===== config.mk =====
export PLATFORM = sky130hd
export DESIGN_NAME = pwb_page_writer
export DESIGN_NICKNAME = d
export VERILOG_FILES = /design/src/rtl/pwb_pkg.sv /design/src/rtl/pwb_page_store.sv /design/src/rtl/pwb_prog_timer.sv /design/src/rtl/pwb_drain_seq.sv /design/src/rtl/pwb_page_writer.sv
export SDC_FILE = /design/constraint.sdc
export NUM_CORES = 1
export LEC_CHECK = 0
export BUFFER_PORTS_ARGS = -buffer_cell sky130_fd_sc_hd__buf_2
export CAP_MARGIN = 20
export CELL_PAD_IN_SITES_DETAIL_PLACEMENT = 1
export CELL_PAD_IN_SITES_GLOBAL_PLACEMENT = 1
export CORE_MARGIN = 10
export CORE_UTILIZATION = 40
export DETAILED_ROUTE_END_ITERATION = 8
export PLACE_DENSITY_LB_ADDON = 0.2
export SETUP_SLACK_MARGIN = 0.1
export SLEW_MARGIN = 30
export SYNTH_ARGS = -nofsm -noshare
export SYNTH_HDL_FRONTEND = slang
export SYNTH_SLANG_ARGS = --single-unit
export TNS_END_PERCENT = 5

===== constraint.sdc =====
create_clock -name clk_i -period 2.7 [get_ports clk_i]
set_input_delay 0.135 -clock clk_i [delete_from_list [all_inputs] [get_ports clk_i]]
set_output_delay 0.135 -clock clk_i [all_outputs]
set_load 0.05 [all_outputs]

===== src/rtl/pwb_pkg.sv =====
package pwb_pkg;
    typedef enum logic [1:0] {
        ST_IDLE    = 2'd0,
        ST_COLLECT = 2'd1,
        ST_PROG    = 2'd2
    } pwb_state_e;
endpackage


===== src/rtl/pwb_page_store.sv =====
module pwb_page_store #(
    parameter int PAGE_W = 5,
    parameter int DATA_W = 8
) (
    input  logic              clk_i,
    input  logic              rst_ni,
    input  logic              clr_i,
    input  logic              wr_i,
    input  logic [PAGE_W-1:0] wr_off_i,
    input  logic [DATA_W-1:0] wr_data_i,
    input  logic [PAGE_W-1:0] rd_off_i,
    output logic [DATA_W-1:0] rd_data_o,
    output logic              rd_vld_o,
    output logic              any_vld_o
);
    localparam int DEPTH = 1 << PAGE_W;

    typedef struct packed {
        logic [DEPTH-1:0][DATA_W-1:0] data;
        logic [DEPTH-1:0]             vld;
    } store_t;

    store_t st_d, st_q;

    always_comb begin
        st_d = st_q;
        if (clr_i) begin
            st_d.vld = '0;
        end
        if (wr_i) begin
            st_d.data[wr_off_i] = wr_data_i;
            st_d.vld[wr_off_i]  = 1'b1;
        end
    end

    always_ff @(posedge clk_i or negedge rst_ni) begin
        if (!rst_ni) begin
            st_q <= '0;
        end else begin
            st_q <= st_d;
        end
    end

    assign rd_data_o = st_q.data[rd_off_i];
    assign rd_vld_o  = st_q.vld[rd_off_i];
    assign any_vld_o = |st_q.vld;
endmodule


===== src/rtl/pwb_prog_timer.sv =====
module pwb_prog_timer #(
    parameter int TICKS = 5000
) (
    input  logic clk_i,
    input  logic rst_ni,
    input  logic start_i,
    input  logic run_i,
    input  logic tick_i,
    output logic expired_o
);
    localparam int CNT_W = $clog2(TICKS + 1);
    localparam logic [CNT_W-1:0] CNT_END  = CNT_W'(TICKS);
    localparam logic [CNT_W-1:0] CNT_LAST = CNT_W'(TICKS - 1);

    logic [CNT_W-1:0] cnt_d, cnt_q;

    always_comb begin
        cnt_d = cnt_q;
        if (start_i) begin
            cnt_d = '0;
        end else if (run_i && tick_i && (cnt_q != CNT_END)) begin
            cnt_d = cnt_q + CNT_W'(1);
        end
    end

    always_ff @(posedge clk_i or negedge rst_ni) begin
        if (!rst_ni) begin
            cnt_q <= '0;
        end else begin
            cnt_q <= cnt_d;
        end
    end

    assign expired_o = (cnt_q == CNT_END) ||
                       (run_i && tick_i && (cnt_q == CNT_LAST));
endmodule


===== src/rtl/pwb_drain_seq.sv =====
module pwb_drain_seq #(
    parameter int PAGE_W = 5
) (
    input  logic              clk_i,
    input  logic              rst_ni,
    input  logic              start_i,
    output logic [PAGE_W-1:0] idx_o,
    output logic              done_o
);
    localparam int IDX_W = PAGE_W + 1;
    localparam logic [IDX_W-1:0] IDX_END = IDX_W'(1 << PAGE_W);

    logic [IDX_W-1:0] idx_d, idx_q;

    always_comb begin
        idx_d = idx_q;
        if (start_i) begin
            idx_d = '0;
        end else if (idx_q != IDX_END) begin
            idx_d = idx_q + IDX_W'(1);
        end
    end

    always_ff @(posedge clk_i or negedge rst_ni) begin
        if (!rst_ni) begin
            idx_q <= IDX_END;
        end else begin
            idx_q <= idx_d;
        end
    end

    assign idx_o  = idx_q[PAGE_W-1:0];
    assign done_o = (idx_q == IDX_END);
endmodule


===== src/rtl/pwb_page_writer.sv =====
module pwb_page_writer
    import pwb_pkg::*;
#(
    parameter int ADDR_W     = 13,
    parameter int DATA_W     = 8,
    parameter int PAGE_W     = 5,
    parameter int PROG_TICKS = 5000
) (
    input  logic              clk_i,
    input  logic              rst_ni,
    input  logic              cmd_start_i,
    input  logic [ADDR_W-1:0] cmd_addr_i,
    input  logic              byte_vld_i,
    input  logic [DATA_W-1:0] byte_data_i,
    input  logic              cs_rise_i,
    input  logic              cs_aligned_i,
    input  logic              wr_allow_i,
    input  logic              tick_i,
    output logic              busy_o,
    output logic              arr_we_o,
    output logic [ADDR_W-1:0] arr_addr_o,
    output logic [DATA_W-1:0] arr_data_o,
    output logic              wel_clr_o
);
    localparam int HI_W = ADDR_W - PAGE_W;

    typedef struct packed {
        pwb_state_e        st;
        logic [HI_W-1:0]   base;
        logic [PAGE_W-1:0] ptr;
        logic              wel_clr;
    } ctl_t;

    ctl_t ctl_d, ctl_q;

    logic              buf_clr;
    logic              buf_wr;
    logic              commit;
    logic              any_vld;
    logic              slot_vld;
    logic [DATA_W-1:0] slot_data;
    logic [PAGE_W-1:0] sweep_idx;
    logic              sweep_done;
    logic              time_up;

    always_comb begin
        ctl_d         = ctl_q;
        ctl_d.wel_clr = 1'b0;
        buf_clr       = 1'b0;
        buf_wr        = 1'b0;
        commit        = 1'b0;
        unique case (ctl_q.st)
            ST_IDLE: begin
                if (cmd_start_i) begin
                    ctl_d.st   = ST_COLLECT;
                    ctl_d.base = cmd_addr_i[ADDR_W-1:PAGE_W];
                    ctl_d.ptr  = cmd_addr_i[PAGE_W-1:0];
                    buf_clr    = 1'b1;
                end
            end
            ST_COLLECT: begin
                if (cmd_start_i) begin
                    ctl_d.base = cmd_addr_i[ADDR_W-1:PAGE_W];
                    ctl_d.ptr  = cmd_addr_i[PAGE_W-1:0];
                    buf_clr    = 1'b1;
                end else begin
                    if (byte_vld_i) begin
                        buf_wr    = 1'b1;
                        ctl_d.ptr = ctl_q.ptr + PAGE_W'(1);
                    end
                    if (cs_rise_i) begin
                        if (cs_aligned_i && wr_allow_i && (any_vld || byte_vld_i)) begin
                            commit   = 1'b1;
                            ctl_d.st = ST_PROG;
                        end else begin
                            ctl_d.st = ST_IDLE;
                        end
                    end
                end
            end
            ST_PROG: begin
                if (sweep_done && time_up) begin
                    ctl_d.st      = ST_IDLE;
                    ctl_d.wel_clr = 1'b1;
                end
            end
            default: ctl_d.st = ST_IDLE;
        endcase
    end

    always_ff @(posedge clk_i or negedge rst_ni) begin
        if (!rst_ni) begin
            ctl_q <= '{st: ST_IDLE, base: '0, ptr: '0, wel_clr: 1'b0};
        end else begin
            ctl_q <= ctl_d;
        end
    end

    pwb_page_store #(
        .PAGE_W (PAGE_W),
        .DATA_W (DATA_W)
    ) u_store (
        .clk_i     (clk_i),
        .rst_ni    (rst_ni),
        .clr_i     (buf_clr),
        .wr_i      (buf_wr),
        .wr_off_i  (ctl_q.ptr),
        .wr_data_i (byte_data_i),
        .rd_off_i  (sweep_idx),
        .rd_data_o (slot_data),
        .rd_vld_o  (slot_vld),
        .any_vld_o (any_vld)
    );

    pwb_drain_seq #(
        .PAGE_W (PAGE_W)
    ) u_sweep (
        .clk_i   (clk_i),
        .rst_ni  (rst_ni),
        .start_i (commit),
        .idx_o   (sweep_idx),
        .done_o  (sweep_done)
    );

    pwb_prog_timer #(
        .TICKS (PROG_TICKS)
    ) u_timer (
        .clk_i     (clk_i),
        .rst_ni    (rst_ni),
        .start_i   (commit),
        .run_i     (ctl_q.st == ST_PROG),
        .tick_i    (tick_i),
        .expired_o (time_up)
    );

    assign busy_o     = (ctl_q.st == ST_PROG);
    assign arr_we_o   = busy_o && !sweep_done && slot_vld;
    assign arr_addr_o = {ctl_q.base, sweep_idx};
    assign arr_data_o = slot_data;
    assign wel_clr_o  = ctl_q.wel_clr;
endmodule


# ---- After elaboration in Yosys (flattened, before gate mapping)
# Cells that the tools add are included.
dict set report totals {
  regBits 323
  latchBits 0
  ram_bits 0
  mem_bits_ro 0
  input_bits 29
  output_inout_bits 24
  elab_cells 116
  mem_count 0
}
dict set report classes {
  n_addsub 3
  n_mul 0
  n_div 0
  order_cmp 3
  n_eq_ne 13
  shift 0
  mux 36
  bitwise 1
  n_reduce_logical 21
}
# cell n
set op_table {}
lappend op_table {{bitwise mux 256 bit} 1}
lappend op_table {{two-way mux 32 bit} 2}
lappend op_table {{binary-select mux 8 bit (select 5 bit)} 1}
lappend op_table {{demux 8 bit (select 5 bit)} 1}
lappend op_table {{bitwise OR 32 bit} 1}
lappend op_table {{OR reduction 32 bit} 1}
lappend op_table {{== test 13 bit, second input constant} 2}
lappend op_table {{two-way mux 13 bit} 2}
lappend op_table {{case mux 13 bit (2 select lines)} 1}
lappend op_table {{two-way mux 8 bit} 3}
lappend op_table {{two-way mux 15 bit} 1}
lappend op_table {{adder 13 x 1 -> 13 bit, second input constant} 1}
lappend op_table {{two-way mux 1 bit} 13}
lappend op_table {{!= test 13 bit, second input constant} 1}
lappend op_table {{< comparator 5 x 6 -> 1 bit, second input constant} 2}
lappend op_table {{two-way mux 6 bit} 2}
lappend op_table {{two-way mux 5 bit} 2}
lappend op_table {{logical AND 1 bit} 9}
lappend op_table {{two-way mux 2 bit} 4}
lappend op_table {{!= test 2 bit, second input constant} 4}
lappend op_table {{adder 6 x 1 -> 6 bit, second input constant} 1}
lappend op_table {{== test 6 bit, second input constant} 1}
lappend op_table {{!= test 6 bit, second input constant} 1}
lappend op_table {{case mux 2 bit (3 select lines)} 1}
lappend op_table {{other kinds (15)} 19}

# ---- Logic depth before layout (Yosys ltp)
dict set report logic_depth {
  word_depth 8
  depth_mapped 9
  mapped_depth_nobuf 6
}

# ---- Cells and area by module
# From an unflattened synthesis, not the netlist that was laid out.
dict set report hier_totals {
  cells_unflattened 997
  hier_area_um2 14980.6
}
# mod n_inst cells_each area_per_inst_um2 seq_area_each_um2
set by_module_without_submodules {}
lappend by_module_without_submodules {pwb_page_store 1 806 13035.0 7206.9}
lappend by_module_without_submodules {pwb_page_writer 1 73 833.3 400.4}
lappend by_module_without_submodules {pwb_prog_timer 1 78 733.2 325.3}
lappend by_module_without_submodules {pwb_drain_seq 1 40 379.1 151.4}

# ---- Worst setup path after synthesis
# OpenSTA, ideal clock, no wires.
dict set report synth_timing {
  path_kind {register to output}
  from {register u_sweep.idx_q[0]}
  to {output port arr_we_o}
  arrival_ns 3.027
  required_time_ns 2.565
  path_slack_ns -0.462
  path_stages_with_launch 10
  path_buffers 3
  path_cell_list {dfrtp_1 -> buf_4 -> buf_2 -> inv_1 -> ha_1 -> nand2_1 -> or3_1 -> clkbuf_1 -> nand2_1 -> nor4_1}
}
dict set report synth_between {
  elab_chain_len 4
  elab_cells_between_ends 6
  cone_classes {eq/ne (1); mux (2); reduce/logical (3)}
}
# item line_no
set synth_lines {}
lappend synth_lines {{from (decl)} pwb_drain_seq.sv:13} ;# logic [IDX_W-1:0] idx_d, idx_q;
lappend synth_lines {{from (signal assigned)} pwb_drain_seq.sv:28} ;# idx_q <= idx_d;
lappend synth_lines {{branches (longest 3 deep; another with binary-select mux 1 bit (select 5 bit))} --}
lappend synth_lines {{logical AND 1 bit (*)} pwb_page_writer.sv:137} ;# assign arr_we_o = busy_o && !sweep_done && slot_vld;
lappend synth_lines {{to (decl)} pwb_page_writer.sv:20} ;# output logic arr_we_o,
# Mark *: on every way between the ends. The select of a mux whose other input is x is not followed.

# ---- Final worst setup path
dict set report layout_timing {
  from {register u_sweep.idx_q[0]}
  to {output port arr_data_o[7]}
}
dict set report layout_between {
  elab_chain_len 2
}
# item line_no
set layout_lines {}
lappend layout_lines {{binary-select mux 8 bit (select 5 bit)} pwb_page_store.sv:44} ;# assign rd_data_o = st_q.data[rd_off_i];
lappend layout_lines {{two-way mux 8 bit (not written as such)} pwb_page_store.sv:44}
lappend layout_lines {{to (decl)} pwb_page_writer.sv:22} ;# output logic [DATA_W-1:0] arr_data_o,
# Every way passes these cells. The select of a mux whose other input is x is not followed.

==> run summary <==
• **result of the run** finished with violations
• **violations in the final reports** negative setup slack
• **end of the worst register-to-register path** u_sweep.idx_q[0]
• **maximum fanout along the worst path** 15
• **overall overflow remaining after global route** 0
• **number of antenna violations at the first check in global routing** 0
• **Unique masters post-synth** 50
• **setup slack of the worst register-to-register path** 0.33 ns
• **Leak** 0.00860 uW
• **r2r startpoint** u_sweep.idx_q[3]
• **switching share of power** 32.9%
• **end of the critical path** arr_data_o[7]
• **adder-cell area share of the yosys netlist** 0.662%
• **Async S/R FF share, synth** 100%
• **core outline area** 37500 um^2
• **area of the multi-input gates** 6850 um^2
• **unrepaired setup endpoints after global routing** true
• **internal power summed over all cells** 13100 uW
• **total count of hold-check failures in the final report** 0
• **post-synthesis average cell area** 14.0 um^2
• **Final #Nets** 1188
• **post-route cell area** 18000 um^2
• **area of the mapped netlist** 15100 um^2
• **power dissipated by switching net loads** 6420 uW
• **shortest period the worst path allows** 2.70 ns
• **simple-gate share of the synthesized area** 7.15%
• **number of DRC markers after the initial detailed-route iteration** 523
• **dominant cells by area after synthesis** sky130_fd_sc_hd__dfrtp_1 53%, sky130_fd_sc_hd__mux2_2 21%, sky130_fd_sc_hd__mux4_2 10%, sky130_fd_sc_hd__nand2_1 2.2%, sky130_fd_sc_hd__nand2_2 1.3%
• **root buffer cell** sky130_fd_sc_hd__clkbuf_16
• **final setup skew** 0.0213 ns
• **ratio of routed vias to standard cells** 5.49
• **first-pass iteration count of the detailed router** 4
• **maximum number of pins on one net before global-route repair** 91
• **Hold Slack** 0.192 ns
• **post-synth top area share** 53.3%
• **post-placement cell count** 1593
• **part of the total power dissipated in sequential elements** 36.4%
• **number of standard-cell rows in the floorplan** 71
• **Final Instance Count excl. Fillers** 1688
• **total power consumption of the routed design** 19500 uW
• **complex-gate fraction of the synthesized area** 2.61%
• **min-delay worst type** in2async
• **critical path arrival** 2.57 ns
• **number of warnings issued by yosys** 0
• **Chip Width** 214 um
• **most frequently used flop master after synthesis** sky130_fd_sc_hd__dfrtp_1
• **EDFF count, synth** 0
• **share of the yosys chip area belonging to registers** 53.4%
• **via count** 9266
• **area overhead of the layout relative to synthesis** 19.3%
• **Reg area** 8090 um^2
• **Cell Area, Placed** 16000 um^2
• **max capacitance violation total** 0
• **number of top-level pins** 53
• **share of post-route cells with drive strength above 1** 49.5%
• **data required time of the worst path** 2.57 ns
• **Peak supply drop** 816 uV
• **CTS clock-pin slew for the worst setup and hold paths** 0.06 ns
• **Final setup violation count** 1
• **CTS Buffer Depth** 3
• **post-placement setup slack** 0.293 ns
• **launching element type of the critical path** flip-flop
• **number of global-route vias before repair** 10200
• **number of buffers added by the clock tree synthesis step** 38
• **final HPWL from detailed placement** 25800 um
• **share of cell area taken by muxes after synthesis** 32.5%
• **DR DRC count** 0
• **Comb power frac** 36.1%
• **Worst setup EP type** output port
• **setup slack after layout** -0.000127 ns
• **synthesized netlist cell count** 1081
• **all-layer global routing usage** 17.8%
• **diode count** 0
• **highest achievable clock rate** 370 MHz
• **FF-to-FF path depth** 5
• **Slew headroom** 39.3%
• **Die Footprint** 46000 um^2
• **Clk pwr share** 27.5%
• **net count after synthesis** 1118
• **Starting Density** 40.4%
• **antenna-violating nets left** 0
• **combinational family with the most area after synthesis** multiplexers
• **Routed wire per std cell** 24.5 um
• **routability congestion estimate from global placement** 0.755
• **# port buffers** 52
• **TritonCTS clock tree** yes
• **final period utilization** 100%
• **FILL cells** 3722
• **cell type with the largest total area after synthesis** sky130_fd_sc_hd__dfrtp_1
• **wire length of the first global-routing pass** 63600 um
• **number of clock sinks seen by CTS** 323
• **total wirelength of the detailed-routed design** 41300 um
• **number of levels in the clock H-tree** 2
• **Worst setup startpoint** u_sweep.idx_q[0]
• **count of final max-slew check failures** 0
• **height of the die** 214 um
• **startpoint-to-endpoint class of the critical path** reg2out
• **xor/xnor cell area share of the yosys netlist** 0.637%
• **ratio of total power to cell area** 1080 nW/um^2
• **clock insertion delay at the later pin of the skew report** 0.54 ns
• **transition at the pin with the smallest max-transition slack** 0.910 ns
• **number of storage elements in the synthesis netlist** 323
[worst min-delay path by stage]
stage	slack, ns	startpoint	end	cells after the start
finish	0.19	rst_ni	arr_addr_o[9]	2
global route	0.24	wr_allow_i	ctl_q[15]	4
CTS	0.20	wr_allow_i	u_sweep.idx_q[5]	4
detailed placement	0.24	rst_ni	arr_addr_o[7]	1
global placement	0.24	rst_ni	arr_addr_o[7]	1
floorplan	-0.16	rst_ni	arr_addr_o[10]	0
[cell usage in the layout, fill, tap and decap left out, types with 9 or more instances in the layout]
cell and n:
sky130_fd_sc_hd__o21ai_0 11, sky130_fd_sc_hd__a21oi_1 21, sky130_fd_sc_hd__mux4_2 70, sky130_fd_sc_hd__dfrtp_1 319
sky130_fd_sc_hd__nand3_1 16, sky130_fd_sc_hd__dlygate4sd3_1 17, sky130_fd_sc_hd__clkbuf_8 10, sky130_fd_sc_hd__nand2_1 87
sky130_fd_sc_hd__buf_4 22, sky130_fd_sc_hd__mux2_2 278, sky130_fd_sc_hd__mux2i_1 9, sky130_fd_sc_hd__nand2_2 35
sky130_fd_sc_hd__inv_1 11, sky130_fd_sc_hd__clkbuf_16 40, sky130_fd_sc_hd__buf_12 13, sky130_fd_sc_hd__buf_2 42
[timing repair]
action	CTS	global route
cloned	4	1
buffers inserted	7	0
hold buffers	17	0
pin swaps	12	7
endpoints found under the setup margin	9	9
gates resized for setup	62	15
hold endpoints to repair	99	0
[through the flow]
step / TNS (ns) / utilization (%)
2_1_floorplan: 0 / -
3_3_place_gp: 0 / 42.8
3_5_place_dp: 0 / 42.8
4_1_cts: -0.0359 / 47.9
6_report: -0.000127 / 48.1
5_1_grt: -0.337 / 48.1
[critical path, stage by stage (launching register included)]
cell	delay, ns
sky130_fd_sc_hd__dfrtp_4	0.46
sky130_fd_sc_hd__buf_12	0.15
sky130_fd_sc_hd__buf_16	0.18
sky130_fd_sc_hd__mux4_2	0.51
sky130_fd_sc_hd__mux2i_1	0.20
sky130_fd_sc_hd__o22ai_2	0.14
sky130_fd_sc_hd__a21o_1	0.23
sky130_fd_sc_hd__buf_12	0.16
[power groups by stage]
stage               Combinational [uW]  Sequential (uW)  Clock, uW
CTS                               6880             7080       5500
global route                      7490             7250       5710
finish                            7050             7100       5370
global placement                  5730             7130          0
detailed placement                5880             7190          0
floorplan                         4540             6680          0
[flip-flops by register name (all words and copies together), names as in the netlist]
name	cells
wel_clr_o	1
u_sweep.idx_q	6
arr_addr_o	8
u_store.st_q	288
ctl_q	7
u_timer.cnt_q	13
[synthesized netlist by cell type (7+ instances only)]
cell type                  number
sky130_fd_sc_hd__inv_1         11
sky130_fd_sc_hd__nand2_2       32
sky130_fd_sc_hd__or3_1          7
sky130_fd_sc_hd__a21oi_1       21
sky130_fd_sc_hd__ha_1           8
sky130_fd_sc_hd__buf_2         18
sky130_fd_sc_hd__nor2_1        13
sky130_fd_sc_hd__o21ai_0       11
sky130_fd_sc_hd__xnor2_1        7
sky130_fd_sc_hd__clkbuf_1      42
sky130_fd_sc_hd__o22ai_1       14
sky130_fd_sc_hd__mux4_2        70
sky130_fd_sc_hd__nand3_1       17
sky130_fd_sc_hd__nand2_1       90
sky130_fd_sc_hd__buf_4         17
sky130_fd_sc_hd__dfrtp_1      322
sky130_fd_sc_hd__mux2_2       286
sky130_fd_sc_hd__nor4_1         8
sky130_fd_sc_hd__mux2i_1       12
[metal layers]
metal  vias up  wire length, um  GRT usage [%]
li1       4071                -              -
met1      4965            18200           23.0
met2       165            20400           30.2
met3        65             1760           3.05
met4         0              911           4.89
met5         -                0              0
[final cells by class]
class / count / share of cell area, %
inverters: 12 / 0.250
clock inverters: 13 / 0.950
repair buffers: 112 / 6.20
multi-input cells: 664 / 37.9
well taps: 511 / 3.54
clock buffers: 53 / 6.26
flip-flops and latches: 323 / 44.9
[logic make-up after synthesis]
kind of cell / Yosys count
xor+xnor: 11
fa+ha+maj: 8
compound gates: 65
mux: 368
flops: 323
buf+inv: 94
simple gates: 212
(Power assumes the default switching activity.)
